--- config.mk ---
export PLATFORM = sky130hd
export DESIGN_NAME = bcd_rtc_core
export DESIGN_NICKNAME = d
export VERILOG_FILES = /design/src/rtl/rtc_pkg.sv /design/src/rtl/rtc_time_counter.sv /design/src/rtl/rtc_alarm_match.sv /design/src/rtl/bcd_rtc_core.sv
export SDC_FILE = /design/constraint.sdc
export NUM_CORES = 1
export LEC_CHECK = 0
export CELL_PAD_IN_SITES_DETAIL_PLACEMENT = 1
export CELL_PAD_IN_SITES_GLOBAL_PLACEMENT = 1
export CORE_MARGIN = 2
export CORE_UTILIZATION = 53
export CTS_CLUSTER_SIZE = 28
export DETAILED_ROUTE_END_ITERATION = 8
export DONT_BUFFER_PORTS = 1
export PLACE_DENSITY_LB_ADDON = 0.2
export SYNTH_ARGS = -nofsm -noshare
export SYNTH_HDL_FRONTEND = slang
export SYNTH_SLANG_ARGS = --single-unit
--- constraint.sdc ---
create_clock -name clk -period 5.3 [get_ports clk]
set_clock_uncertainty 0.15 [all_clocks]
set_input_delay 0.53 -clock clk [delete_from_list [all_inputs] [get_ports clk]]
set_output_delay 0.53 -clock clk [all_outputs]
set_load 0.01 [all_outputs]
--- src/rtl/rtc_pkg.sv ---
package rtc_pkg;

   // Register addresses (low four bits of the port address)
   localparam logic [3:0] A_CTL1 = 4'h0;
   localparam logic [3:0] A_CTL2 = 4'h1;
   localparam logic [3:0] A_SEC  = 4'h2;
   localparam logic [3:0] A_MIN  = 4'h3;
   localparam logic [3:0] A_HOUR = 4'h4;
   localparam logic [3:0] A_DAY  = 4'h5;
   localparam logic [3:0] A_WDAY = 4'h6;
   localparam logic [3:0] A_MON  = 4'h7;
   localparam logic [3:0] A_YEAR = 4'h8;
   localparam logic [3:0] A_ALM0 = 4'h9;

   // Control 2 bit positions used by logic
   localparam int C2_AIE = 1;
   localparam int C2_AF  = 3;

   typedef struct packed {
      logic       os;
      logic [6:0] sec;
      logic [6:0] min;
      logic [5:0] hour;
      logic [5:0] day;
      logic [2:0] wday;
      logic [4:0] mon;
      logic [7:0] year;
   } rtc_time_t;

   // Increment a two-digit BCD value (no wrap handling beyond the digit)
   function automatic logic [7:0] bcd_inc(input logic [7:0] v);
      logic [7:0] r;
      if (v[3:0] >= 4'd9) r = {v[7:4] + 4'd1, 4'd0};
      else                r = {v[7:4], v[3:0] + 4'd1};
      return r;
   endfunction

   // Last day of a BCD month, given a BCD year 00..99
   function automatic logic [5:0] month_len(input logic [4:0] mon, input logic [7:0] yr);
      logic leap;
      logic [5:0] r;
      if (yr[4]) leap = (yr[3:0] == 4'd2) || (yr[3:0] == 4'd6);
      else       leap = (yr[3:0] == 4'd0) || (yr[3:0] == 4'd4) || (yr[3:0] == 4'd8);
      case (mon)
         5'h02:                      r = leap ? 6'h29 : 6'h28;
         5'h04, 5'h06, 5'h09, 5'h11: r = 6'h30;
         default:                    r = 6'h31;
      endcase
      return r;
   endfunction

endpackage

--- src/rtl/rtc_time_counter.sv ---
module rtc_time_counter
   import rtc_pkg::*;
#(
   parameter logic [2:0] RESET_WDAY = 3'd6
) (
   input  logic       clk,
   input  logic       rst_n,
   input  logic       adv,
   input  logic       wr_en,
   input  logic [3:0] wr_addr,
   input  logic [7:0] wr_data,
   input  logic       sw_rst,
   output rtc_time_t  t_q,
   output rtc_time_t  t_next,
   output logic       roll_min
);

   localparam rtc_time_t T_RESET = '{os: 1'b1, sec: 7'h00, min: 7'h00, hour: 6'h00,
                                    day: 6'h01, wday: RESET_WDAY, mon: 5'h01, year: 8'h00};

   logic [7:0] s_i, m_i, h_i, d_i, mo_i, y_i;
   logic       sec_w, min_w, hr_w, day_w, mon_w;
   logic       time_wr;
   rtc_time_t  t_d;

   assign s_i  = bcd_inc({1'b0, t_q.sec});
   assign m_i  = bcd_inc({1'b0, t_q.min});
   assign h_i  = bcd_inc({2'b0, t_q.hour});
   assign d_i  = bcd_inc({2'b0, t_q.day});
   assign mo_i = bcd_inc({3'b0, t_q.mon});
   assign y_i  = bcd_inc(t_q.year);

   assign time_wr = wr_en && (wr_addr >= A_SEC) && (wr_addr <= A_YEAR);

   // Carry chain: next time if a tick is applied
   always_comb begin
      t_next = t_q;
      sec_w  = (t_q.sec  == 7'h59);
      min_w  = (t_q.min  == 7'h59);
      hr_w   = (t_q.hour == 6'h23);
      day_w  = (t_q.day  == month_len(t_q.mon, t_q.year));
      mon_w  = (t_q.mon  == 5'h12);
      t_next.sec = sec_w ? 7'h00 : s_i[6:0];
      if (sec_w) begin
         t_next.min = min_w ? 7'h00 : m_i[6:0];
         if (min_w) begin
            t_next.hour = hr_w ? 6'h00 : h_i[5:0];
            if (hr_w) begin
               t_next.wday = (t_q.wday >= 3'd6) ? 3'd0 : t_q.wday + 3'd1;
               t_next.day  = day_w ? 6'h01 : d_i[5:0];
               if (day_w) begin
                  t_next.mon = mon_w ? 5'h01 : mo_i[4:0];
                  if (mon_w) t_next.year = (t_q.year == 8'h99) ? 8'h00 : y_i;
               end
            end
         end
      end
   end

   assign roll_min = adv && sec_w && !time_wr;

   always_comb begin
      t_d = t_q;
      if (time_wr) begin
         case (wr_addr)
            A_SEC:   begin t_d.sec = wr_data[6:0]; t_d.os = 1'b0; end
            A_MIN:   t_d.min  = wr_data[6:0];
            A_HOUR:  t_d.hour = wr_data[5:0];
            A_DAY:   t_d.day  = wr_data[5:0];
            A_WDAY:  t_d.wday = wr_data[2:0];
            A_MON:   t_d.mon  = wr_data[4:0];
            default: t_d.year = wr_data;
         endcase
      end else if (adv) begin
         t_d = t_next;
      end
      if (sw_rst) t_d.os = 1'b1;
   end

   always_ff @(posedge clk or negedge rst_n) begin
      if (!rst_n) t_q <= T_RESET;
      else        t_q <= t_d;
   end

endmodule

--- src/rtl/rtc_alarm_match.sv ---
module rtc_alarm_match
   import rtc_pkg::*;
#(
   parameter int FIELDS = 4
) (
   input  logic                   clk,
   input  logic                   rst_n,
   input  logic                   wr_en,
   input  logic [3:0]             wr_addr,
   input  logic [7:0]             wr_data,
   input  logic                   sw_rst,
   input  logic                   roll_min,
   input  rtc_time_t              t_next,
   output logic [FIELDS-1:0][7:0] alm_q,
   output logic                   hit
);

   localparam logic [7:0] ALM_OFF = 8'h80;

   if (FIELDS != 4) begin : g_bad_fields
      $error("rtc_alarm_match: FIELDS must be 4");
   end

   logic [FIELDS-1:0] en, eq;

   always_ff @(posedge clk or negedge rst_n) begin
      if (!rst_n) begin
         for (int i = 0; i < FIELDS; i++) alm_q[i] <= ALM_OFF;
      end else if (sw_rst) begin
         for (int i = 0; i < FIELDS; i++) alm_q[i] <= ALM_OFF;
      end else if (wr_en) begin
         for (int i = 0; i < FIELDS; i++)
            if (wr_addr == A_ALM0 + 4'(i)) alm_q[i] <= wr_data;
      end
   end

   for (genvar g = 0; g < FIELDS; g++) begin : g_field
      logic [7:0] fv, mask;
      if (g == 0) begin : g_min
         assign fv = {1'b0, t_next.min};  assign mask = 8'h7F;
      end else if (g == 1) begin : g_hour
         assign fv = {2'b0, t_next.hour}; assign mask = 8'h3F;
      end else if (g == 2) begin : g_day
         assign fv = {2'b0, t_next.day};  assign mask = 8'h3F;
      end else begin : g_wday
         assign fv = {5'b0, t_next.wday}; assign mask = 8'h07;
      end
      assign en[g] = ~alm_q[g][7];
      assign eq[g] = (((alm_q[g] ^ fv) & mask) == 8'h00);
   end

   assign hit = roll_min && (|en) && (&(eq | ~en));

endmodule

--- src/rtl/bcd_rtc_core.sv ---
module bcd_rtc_core
   import rtc_pkg::*;
#(
   parameter int         ADDR_W     = 4,
   parameter int         DATA_W     = 8,
   parameter logic [7:0] SWRST_CODE = 8'h58,
   parameter int         STOP_BIT   = 5,
   parameter logic [2:0] RESET_WDAY = 3'd6,
   parameter int         ALM_FIELDS = 4
) (
   input  logic              clk,
   input  logic              rst_n,
   input  logic              tick_1hz,
   input  logic              wr_en,
   input  logic [ADDR_W-1:0] addr,
   input  logic [7:0]        wdata,
   output logic [7:0]        rdata,
   output logic              irq_n
);

   if (ADDR_W < 4) begin : g_bad_addr
      $error("bcd_rtc_core: ADDR_W must be at least 4");
   end
   if (DATA_W != 8) begin : g_bad_data
      $error("bcd_rtc_core: DATA_W must be 8");
   end
   if (STOP_BIT < 0 || STOP_BIT > 7) begin : g_bad_stop
      $error("bcd_rtc_core: STOP_BIT out of range");
   end

   logic                       in_map;
   logic [3:0]                 a_lo;
   logic                       wr_sel, sw_rst, adv, hit, roll_min;
   logic [7:0]                 ctl1_q, ctl2_q, ctl2_d;
   logic [ALM_FIELDS-1:0][7:0] alm_q;
   rtc_time_t                  t_cur, t_next;

   if (ADDR_W > 4) begin : g_wide
      assign in_map = (addr[ADDR_W-1:4] == '0);
   end else begin : g_narrow
      assign in_map = 1'b1;
   end

   assign a_lo   = addr[3:0];
   assign wr_sel = wr_en && in_map;
   assign sw_rst = wr_sel && (a_lo == A_CTL1) && (wdata == SWRST_CODE);
   assign adv    = tick_1hz && !ctl1_q[STOP_BIT];

   rtc_time_counter #(.RESET_WDAY(RESET_WDAY)) u_time (
      .clk(clk), .rst_n(rst_n), .adv(adv), .wr_en(wr_sel), .wr_addr(a_lo),
      .wr_data(wdata), .sw_rst(sw_rst), .t_q(t_cur), .t_next(t_next), .roll_min(roll_min)
   );

   rtc_alarm_match #(.FIELDS(ALM_FIELDS)) u_alarm (
      .clk(clk), .rst_n(rst_n), .wr_en(wr_sel), .wr_addr(a_lo), .wr_data(wdata),
      .sw_rst(sw_rst), .roll_min(roll_min), .t_next(t_next), .alm_q(alm_q), .hit(hit)
   );

   // Control 1: plain storage, except the reset command
   always_ff @(posedge clk or negedge rst_n) begin
      if (!rst_n)                          ctl1_q <= 8'h00;
      else if (sw_rst)                     ctl1_q <= 8'h00;
      else if (wr_sel && a_lo == A_CTL1)   ctl1_q <= wdata;
   end

   // Control 2: alarm flag is clear-only from software, hardware set wins
   always_comb begin
      ctl2_d = ctl2_q;
      if (wr_sel && a_lo == A_CTL2) begin
         ctl2_d        = wdata;
         ctl2_d[C2_AF] = ctl2_q[C2_AF] & wdata[C2_AF];
      end
      if (hit) ctl2_d[C2_AF] = 1'b1;
   end

   always_ff @(posedge clk or negedge rst_n) begin
      if (!rst_n)      ctl2_q <= 8'h00;
      else if (sw_rst) ctl2_q <= 8'h00;
      else             ctl2_q <= ctl2_d;
   end

   assign irq_n = ~(ctl2_q[C2_AF] & ctl2_q[C2_AIE]);

   always_comb begin
      rdata = 8'h00;
      if (in_map) begin
         case (a_lo)
            A_CTL1:  rdata = ctl1_q;
            A_CTL2:  rdata = ctl2_q;
            A_SEC:   rdata = {t_cur.os, t_cur.sec};
            A_MIN:   rdata = {1'b0, t_cur.min};
            A_HOUR:  rdata = {2'b0, t_cur.hour};
            A_DAY:   rdata = {2'b0, t_cur.day};
            A_WDAY:  rdata = {5'b0, t_cur.wday};
            A_MON:   rdata = {3'b0, t_cur.mon};
            A_YEAR:  rdata = t_cur.year;
            4'h9:    rdata = alm_q[0];
            4'hA:    rdata = alm_q[1];
            4'hB:    rdata = alm_q[2];
            4'hC:    rdata = alm_q[3];
            default: rdata = 8'h00;
         endcase
      end
   end

endmodule

==> impl_metrics.toml, run 1 <==
[status]
outcome = "finished clean"

[place]
place_area_um2 = 6780
port_buffers = 0
hpwl_um = 18980
place.gp.congestion = 0.9439
dpl.cell_count = 956

[setup_path]
crit_path_end_kind = "flip-flop"
worstPathMaxFanout = 19
crit_start = "u_time.t_q[36]"
crit_required_ns = 5.41
cp.arrival_ns = 3.73
worstSetupPathType = "reg -> reg"
rr_startpoint = "u_time.t_q[36]"
critPathLaunchType = "flip-flop"

[logic_synthesis]
syn_area_um2 = 6746
ys_seq_area_frac = 0.3392
netlist-cell-type-count = 79
synth_nets = 873
syn_inst = 828
syn_avg_cell_area_um2 = 8.148
ys_async_sr_fraction = 1.000
synthFlopType = "dfrtp_1"
synth-warning-count = 0
ys_ff_latch = 91
synth_edf_count = 0

[clock_network]
cts_inserted_buffers = 9
cts_sinks = 91
clock_latency_ns = 0.35
htree_levels = 3
cts_resized = 0
cts_tree = "done"
clkTransAtPathRegs_ns = 0.08
clock_path_buffers = 2
cts_root_buf = "clkbuf_16"

[power_and_ir_drop]
ir_drop_uv = 307.5
leakage_nw = 3.018
powerDensity_nw_per_um2 = 394.2

[cells_and_area]
fin_area_um2 = 7142
layout-drive-gt1-share = 0.08603
nets = 842
diodes = 0
fin_cells = 974
final_util = 0.5706
synthToLayoutAreaGrowth_pct = 5.861

[routing]
antenna_left = 0
wl_um = 26030
drc = 0
drt_iter0_markers = 681
dr.pass1.iters = 6
vias = 6637
wl_per_cell_um = 26.73
via_per_inst = 6.814

[die]
die_w_um = 116.8
die_area_um2 = 13650
core_area_um2 = 12520
ioPinCount = 25
die_h_um = 116.8
rows = 41
start_util = 0.5390

[sta]
fin_crit_ns = 3.617
period_share = 0.6825
finalHoldViolCount = 0
rsz0062_at_grt = "false"
setup_viol = 0
slew-limit-headroom = 0.2231
slew_violations = 0
holdWs_ns = 0.1358
max_freq_mhz = 276.4
timing.setup.tns_ns = 0
tightestPinTransition_ns = 1.161

[grt]
grt-ovfl-total = 0
grt_pass1_vias = 6855
grtUsageTotal = 0.3969
grt_antenna_before_repair = 0
grt_max_degree = 92
grt_pass1_wl_um = 40080

[worst_hold_path]
hp-class = "in -> reg"
hp-start = "wdata[2]"

[job]
max_cap_violations = 0
-- cell type report --
type | instances | area (um^2)
multi-input cells | 664 | 4153
clock inverters | 6 | 95.09
clock buffers | 10 | 229.0
well taps | 172 | 215.2
inverters | 25 | 93.84
flip-flops and latches | 91 | 2288
repair buffers | 6 | 67.56
fillers | 1542 | 5375
-- through the flow --
step                setup slack [ns]  total power [mW]
floorplan                      2.471             1.756
global placement               2.004             1.980
detailed placement             1.825             2.040
CTS                            1.825             2.794
global route                   1.471             2.964
finish                         1.683             2.815
-- worst paths after layout --
| path | to | slack, ns | depth (start not counted) |
|---|---|---|---|
| max | ctl2_q[3] | 1.68 | 10 |
| min | u_alarm.alm_q[10] | 0.14 | 2 |
| max reg2reg | ctl2_q[3] | 1.68 | 10 |
| min reg2reg | ctl1_q[6] | 0.33 | 2 |
| max in group asynchronous | u_time.t_q[16] | 3.94 | 2 |
| min in group asynchronous | u_time.t_q[18] | 0.59 | 2 |
-- power breakdown --
group          switching (mW)  internal [mW]  total, mW
registers               0.328          0.874       1.20
clock network           0.308          0.420      0.729
logic                   0.502          0.383      0.885
-- per-layer routing --
metal / vias up / part of all wire / track usage
met3: 79 / 0.068 / 0.06900
met1: 3359 / 0.42 / 0.5207
met2: 268 / 0.47 / 0.6420
met5: - / 0 / 0
li1: 2931 / - / -
met4: 0 / 0.045 / 0.1835
-- cell usage in the layout, fill, tap and decap left out, types with 5 or more instances in the layout --
cell type    n
a22oi_1      5
o21ai_1      9
a22o_1       8
clkbuf_16    9
a32oi_1      6
nand3_1     53
xnor2_1     13
a21oi_1     54
ha_1        29
o211ai_1    10
o31ai_1      8
nand2_1    156
o21ai_0     65
nor2_1      49
o41ai_1      5
inv_1       25
xor2_1       9
dfstp_2      9
and3_1       8
mux2i_1     14
mux2_2      18
nor2b_1     12
nor3_1      12
nand2b_1     6
nor3b_1      9
and2_1       5
nand4_1      7
o22ai_1      7
a31oi_1     10
o31a_1       6
dfrtp_1     82
-- timing repair --
action                                 CTS  global route
hold buffers                             2             0
buffers inserted                         0             0
endpoints found under the hold margin   91             0
-- kinds of logic (layout without fill, tap and decap cells) --
group	Yosys count	in the layout	synth area share
and+or+nand+nor	350	350	0.2556
AOI/OAI and AO/OA	228	228	0.2179
DFF	91	91	0.3392
buffers and inverters	73	47	0.04525
muxes	35	35	0.05972
adders and majority gates	29	29	0.05378
xor gates and xnor gates	22	22	0.02856
-- flip-flops by register name, summed over array words and instances, names as in the netlist --
signal	flops
u_time.t_q	42
u_alarm.alm_q	32
ctl1_q	8
ctl2_q	8
u_time.t_next	1
-- critical path, stage by stage, from the launching register on --
cell	delay, ns
dfrtp_1	0.42
inv_1	0.13
ha_1	0.26
and3_1	0.29
nand4_1	0.75
a21oi_1	0.62
mux2i_1	0.15
xnor2_1	0.17
nor3_1	0.17
o21ai_0	0.14
o31ai_1	0.26
-- cell usage after synthesis, types with 5 or more instances --
cell type	number	share of area
o31ai_1	8	0.0089
mux2i_1	14	0.021
ha_1	29	0.054
o21ai_0	65	0.048
nor2b_1	12	0.011
dfstp_2	9	0.035
buf_1	5	0.0028
o211ai_1	10	0.011
nor3_1	12	0.0089
mux2_2	18	0.030
nor3b_1	9	0.010
xnor2_1	13	0.017
xor2_1	9	0.012
nor2_1	49	0.027
nand2b_1	6	0.0056
a21oi_1	54	0.040
o22ai_1	7	0.0065
a32oi_1	6	0.0078
a31oi_1	10	0.0093
o31a_1	6	0.0078
a22o_1	8	0.010
nand2_1	156	0.087
dfrtp_1	82	0.30
inv_1	25	0.014
and3_1	8	0.0074
o21ai_1	9	0.0067
o41ai_1	5	0.0065
clkbuf_1	35	0.019
and2_1	5	0.0046
a22oi_1	5	0.0056
nand4_1	7	0.0065
nand3_1	53	0.039
Note: power is estimated with default switching activity, not from simulation.
==> inputs of run 2 (changes only) <==
Settings changed: ABC_AREA from default to 1, CORE_UTILIZATION 53 to 48.
Clock period 5.3 ns to 3.7 ns, I/O delays scaled along.
==> run 2 against run 1 <==
Compared with the run above: fmax is 17% higher; worst setup slack worse by 1.1 ns; synthesized cell count grew 4.2%; utilization fell by 3.4 points; critical path type unchanged; clock power grew 30%; sequential share of layout area increased by 1.5 points; clock-buffer cell count increased by 3; synthesized area shrank 6.5%; global-route usage decreased by 4.2 points; register-to-register slack lost 1.1 ns; combinational power increased by 92%; cell count grew 7.0%.
==> impl_metrics.toml, run 2 <==
[worst_hold_path]
hold_depth = 2
hp-class = "in -> reg"

[logic_synthesis]
synth-warning-count = 0
synth_nets = 908
syn_area_um2 = 6311
synthMostInstantiatedCell = "nand2_1"
ys_seq_area_frac = 0.3626
synthFlopType = "dfrtp_1"
yosys-top-cells-area = "dfrtp_1 33%, nand2_1 12%, inv_1 7.0%, o21ai_0 6.1%, ha_1 5.7%"
ys_top_cells_by_count = "202 x nand2_1, 117 x inv_1, 82 x dfrtp_1"
netlist-cell-type-count = 44
syn_inst = 863
ys_ff_latch = 91
syn_avg_cell_area_um2 = 7.313
ys_async_sr_fraction = 1.000
synth_edf_count = 0
synth_top_area_share = 0.3251
synth_top_area_cell = "dfrtp_1"

[setup_path]
path_common_cell = "nand2_1"
cp.arrival_ns = 3.19
crit_path_end_kind = "flip-flop"
cp_slowest_cell = "nand3_2"
worstPathMaxFanout = 17
critPathLaunchType = "flip-flop"
crit_required_ns = 3.79
cp_cell_sequence = "inv_1 -> ha_1 -> nand3_2 -> nor2_4 -> nand3_2 -> o21ai_1 -> nand2_1 -> nand2_1 -> nand2_1 -> inv_1 -> nand2_1 -> a21oi_1 -> nand2_1 -> nor2_2 -> nand2_1 -> nand2_1 -> nand3_1"
worstSetupPathType = "reg -> reg"
ff2ff_path_depth = 17
slowest_delay_ns = 0.43

[routing]
via_per_inst = 6.180
wl_met2_um = 11200
drt_iter0_markers = 598
vias = 6440
antenna_left = 0
wl_met1_um = 9881
wl_um = 23870
wl_per_cell_um = 22.91
wl_met3_um = 1372
top_layer_used = "met4"
drc = 0
dr.pass1.iters = 4

[clock_network]
cts_setup_buffers = 0
clkTransAtPathRegs_ns = 0.07
cts_resized = 0
clock_path_buffers = 2
cts_inserted_buffers = 9
hold_buffers = 7
cts_tree = "done"
clock_latency_ns = 0.35
cts_root_buf = "clkbuf_16"
htree_levels = 3
cts_sinks = 91

[sta]
holdWs_ns = 0.002567
setup_viol = 0
slew_violations = 0
rsz0062_at_grt = "false"
timing.setup.tns_ns = 0
tightestPinTransition_ns = 0.7808
period_share = 0.8388
finalHoldViolCount = 0
slew-limit-headroom = 0.4760
fin_crit_ns = 3.104
max_freq_mhz = 322.2

[place]
port_buffers = 0
hpwl_um = 17260
place.gp.congestion = 0.9811

[cells_and_area]
diodes = 0
synthToLayoutAreaGrowth_pct = 8.208
final_cell_mix = "202 x nand2_1, 117 x inv_1, 82 x dfrtp_1"
top_register = "u_time.t_q"
layout-drive-gt1-share = 0.09195
reg_top3 = "u_time.t_q: 42 flops, u_alarm.alm_q: 32 flops"
final_common_cell = "nand2_1"
nets = 910
largest_reg_flops = 42
num-fill-cells = 1692

[job]
max_cap_violations = 0

[die]
die_area_um2 = 14080
die_w_um = 118.7
ioPinCount = 25
rows = 41
die_h_um = 118.7
start_util = 0.4961
core_area_um2 = 12720

[power_and_ir_drop]
seq_power_share = 0.382
clkPwrFrac = 0.221
p_switching_mw = 1.881
ir_drop_uv = 366.9
p_total_mw = 4.289
p_int_mw = 2.407
netSwitchingFraction = 0.4387
powerDensity_nw_per_um2 = 628.0
pwr-share-comb = 0.397
leakage_nw = 3.255

[grt]
grt_pass1_wl_um = 38050
grtUsageTotal = 0.3550
grt-ovfl-total = 0
grt_antenna_before_repair = 0
grt_max_degree = 92
grt_pass1_vias = 6768

[status]
outcome = "finished clean"
[run 2: changes by cell type after synthesis, sizes merged, moves of 20 or more]
cell | previous run | this run
inv | 25 | 126
nand2 | 156 | 206
nor2 | 49 | 83
clkbuf | 35 | 2
o21ai | 74 | 99
a21oi | 54 | 34
[run 2: metal layers]
| layer | global-route usage | up-vias |
|---|---|---|
| met2 | 0.5668 | 236 |
| met3 | 0.05647 | 85 |
| li1 | - | 2896 |
| met5 | 0 | - |
| met4 | 0.2128 | 0 |
| met1 | 0.4521 | 3223 |
[run 2: layout make-up]
cell class                 count  area, um^2  share of cell area
clock buffer                  13       280.3             0.04104
clock inverter                 3       20.02            0.002931
inverter                     126       478.0             0.06999
multi-input combinational    628        3445              0.5044
sequential                    91        2288              0.3351
tap                          172       215.2             0.03151
timing repair buffer           9       102.6             0.01502
[run 2: kinds of logic (layout without fill, tap and decap cells)]
group	count (synthesis)	after routing	share of synthesized area
compound gates	194	194	0.1812
xor+xnor	14	14	0.01943
fa+ha+maj	29	29	0.05749
buf+inv	144	151	0.09159
flops	91	91	0.3626
mux	10	10	0.01784
simple gates	381	381	0.2698
[run 2: worst max-delay path: cells and delay by family, from the launching register on]
| kind | cells | cell delay, ns |
|---|---|---|
| DFF | 1 | 0.40 |
| buffers and inverters | 2 | 0.17 |
| AOI/OAI and AO/OA | 2 | 0.46 |
| and+or+nand+nor | 12 | 1.57 |
| adders and majority gates | 1 | 0.22 |
[run 2: power by group through the flow]
stage	logic, mW	registers [mW]	clock network [mW]
2_1_floorplan	1.21	1.53	0
4_1_cts	1.67	1.63	0.958
5_1_grt	1.92	1.67	1.00
3_3_place_gp	1.52	1.62	0
3_5_place_dp	1.61	1.64	0
6_report	1.70	1.64	0.948
[run 2: path summary, 6_finish.rpt]
path	to	slack, ns	startpoint
max in group asynchronous	u_time.t_q[16]	2.57	rst_n
hold / removal	u_alarm.alm_q[2]	0.003	wdata[2]
setup / recovery	ctl2_q[3]	0.60	u_time.t_q[36]
setup reg to reg	ctl2_q[3]	0.60	u_time.t_q[36]
min in group asynchronous	u_time.t_q[36]	0.43	rst_n
hold reg to reg	u_time.t_next[42]	0.32	u_time.t_next[42]
[run 2: stage by stage]
stage / cells / instance area, um^2 / setup slack [ns] / util
floorplan: 863 / 6311 / 1.492 / -
global route: 1042 / 6829 / 0.3735 / 0.5368
CTS: 1042 / 6829 / 0.6807 / 0.5368
global placement: 1019 / 6441 / 0.9362 / 0.5063
finish: 1042 / 6829 / 0.5963 / 0.5368
detailed placement: 1019 / 6441 / 0.6761 / 0.5063
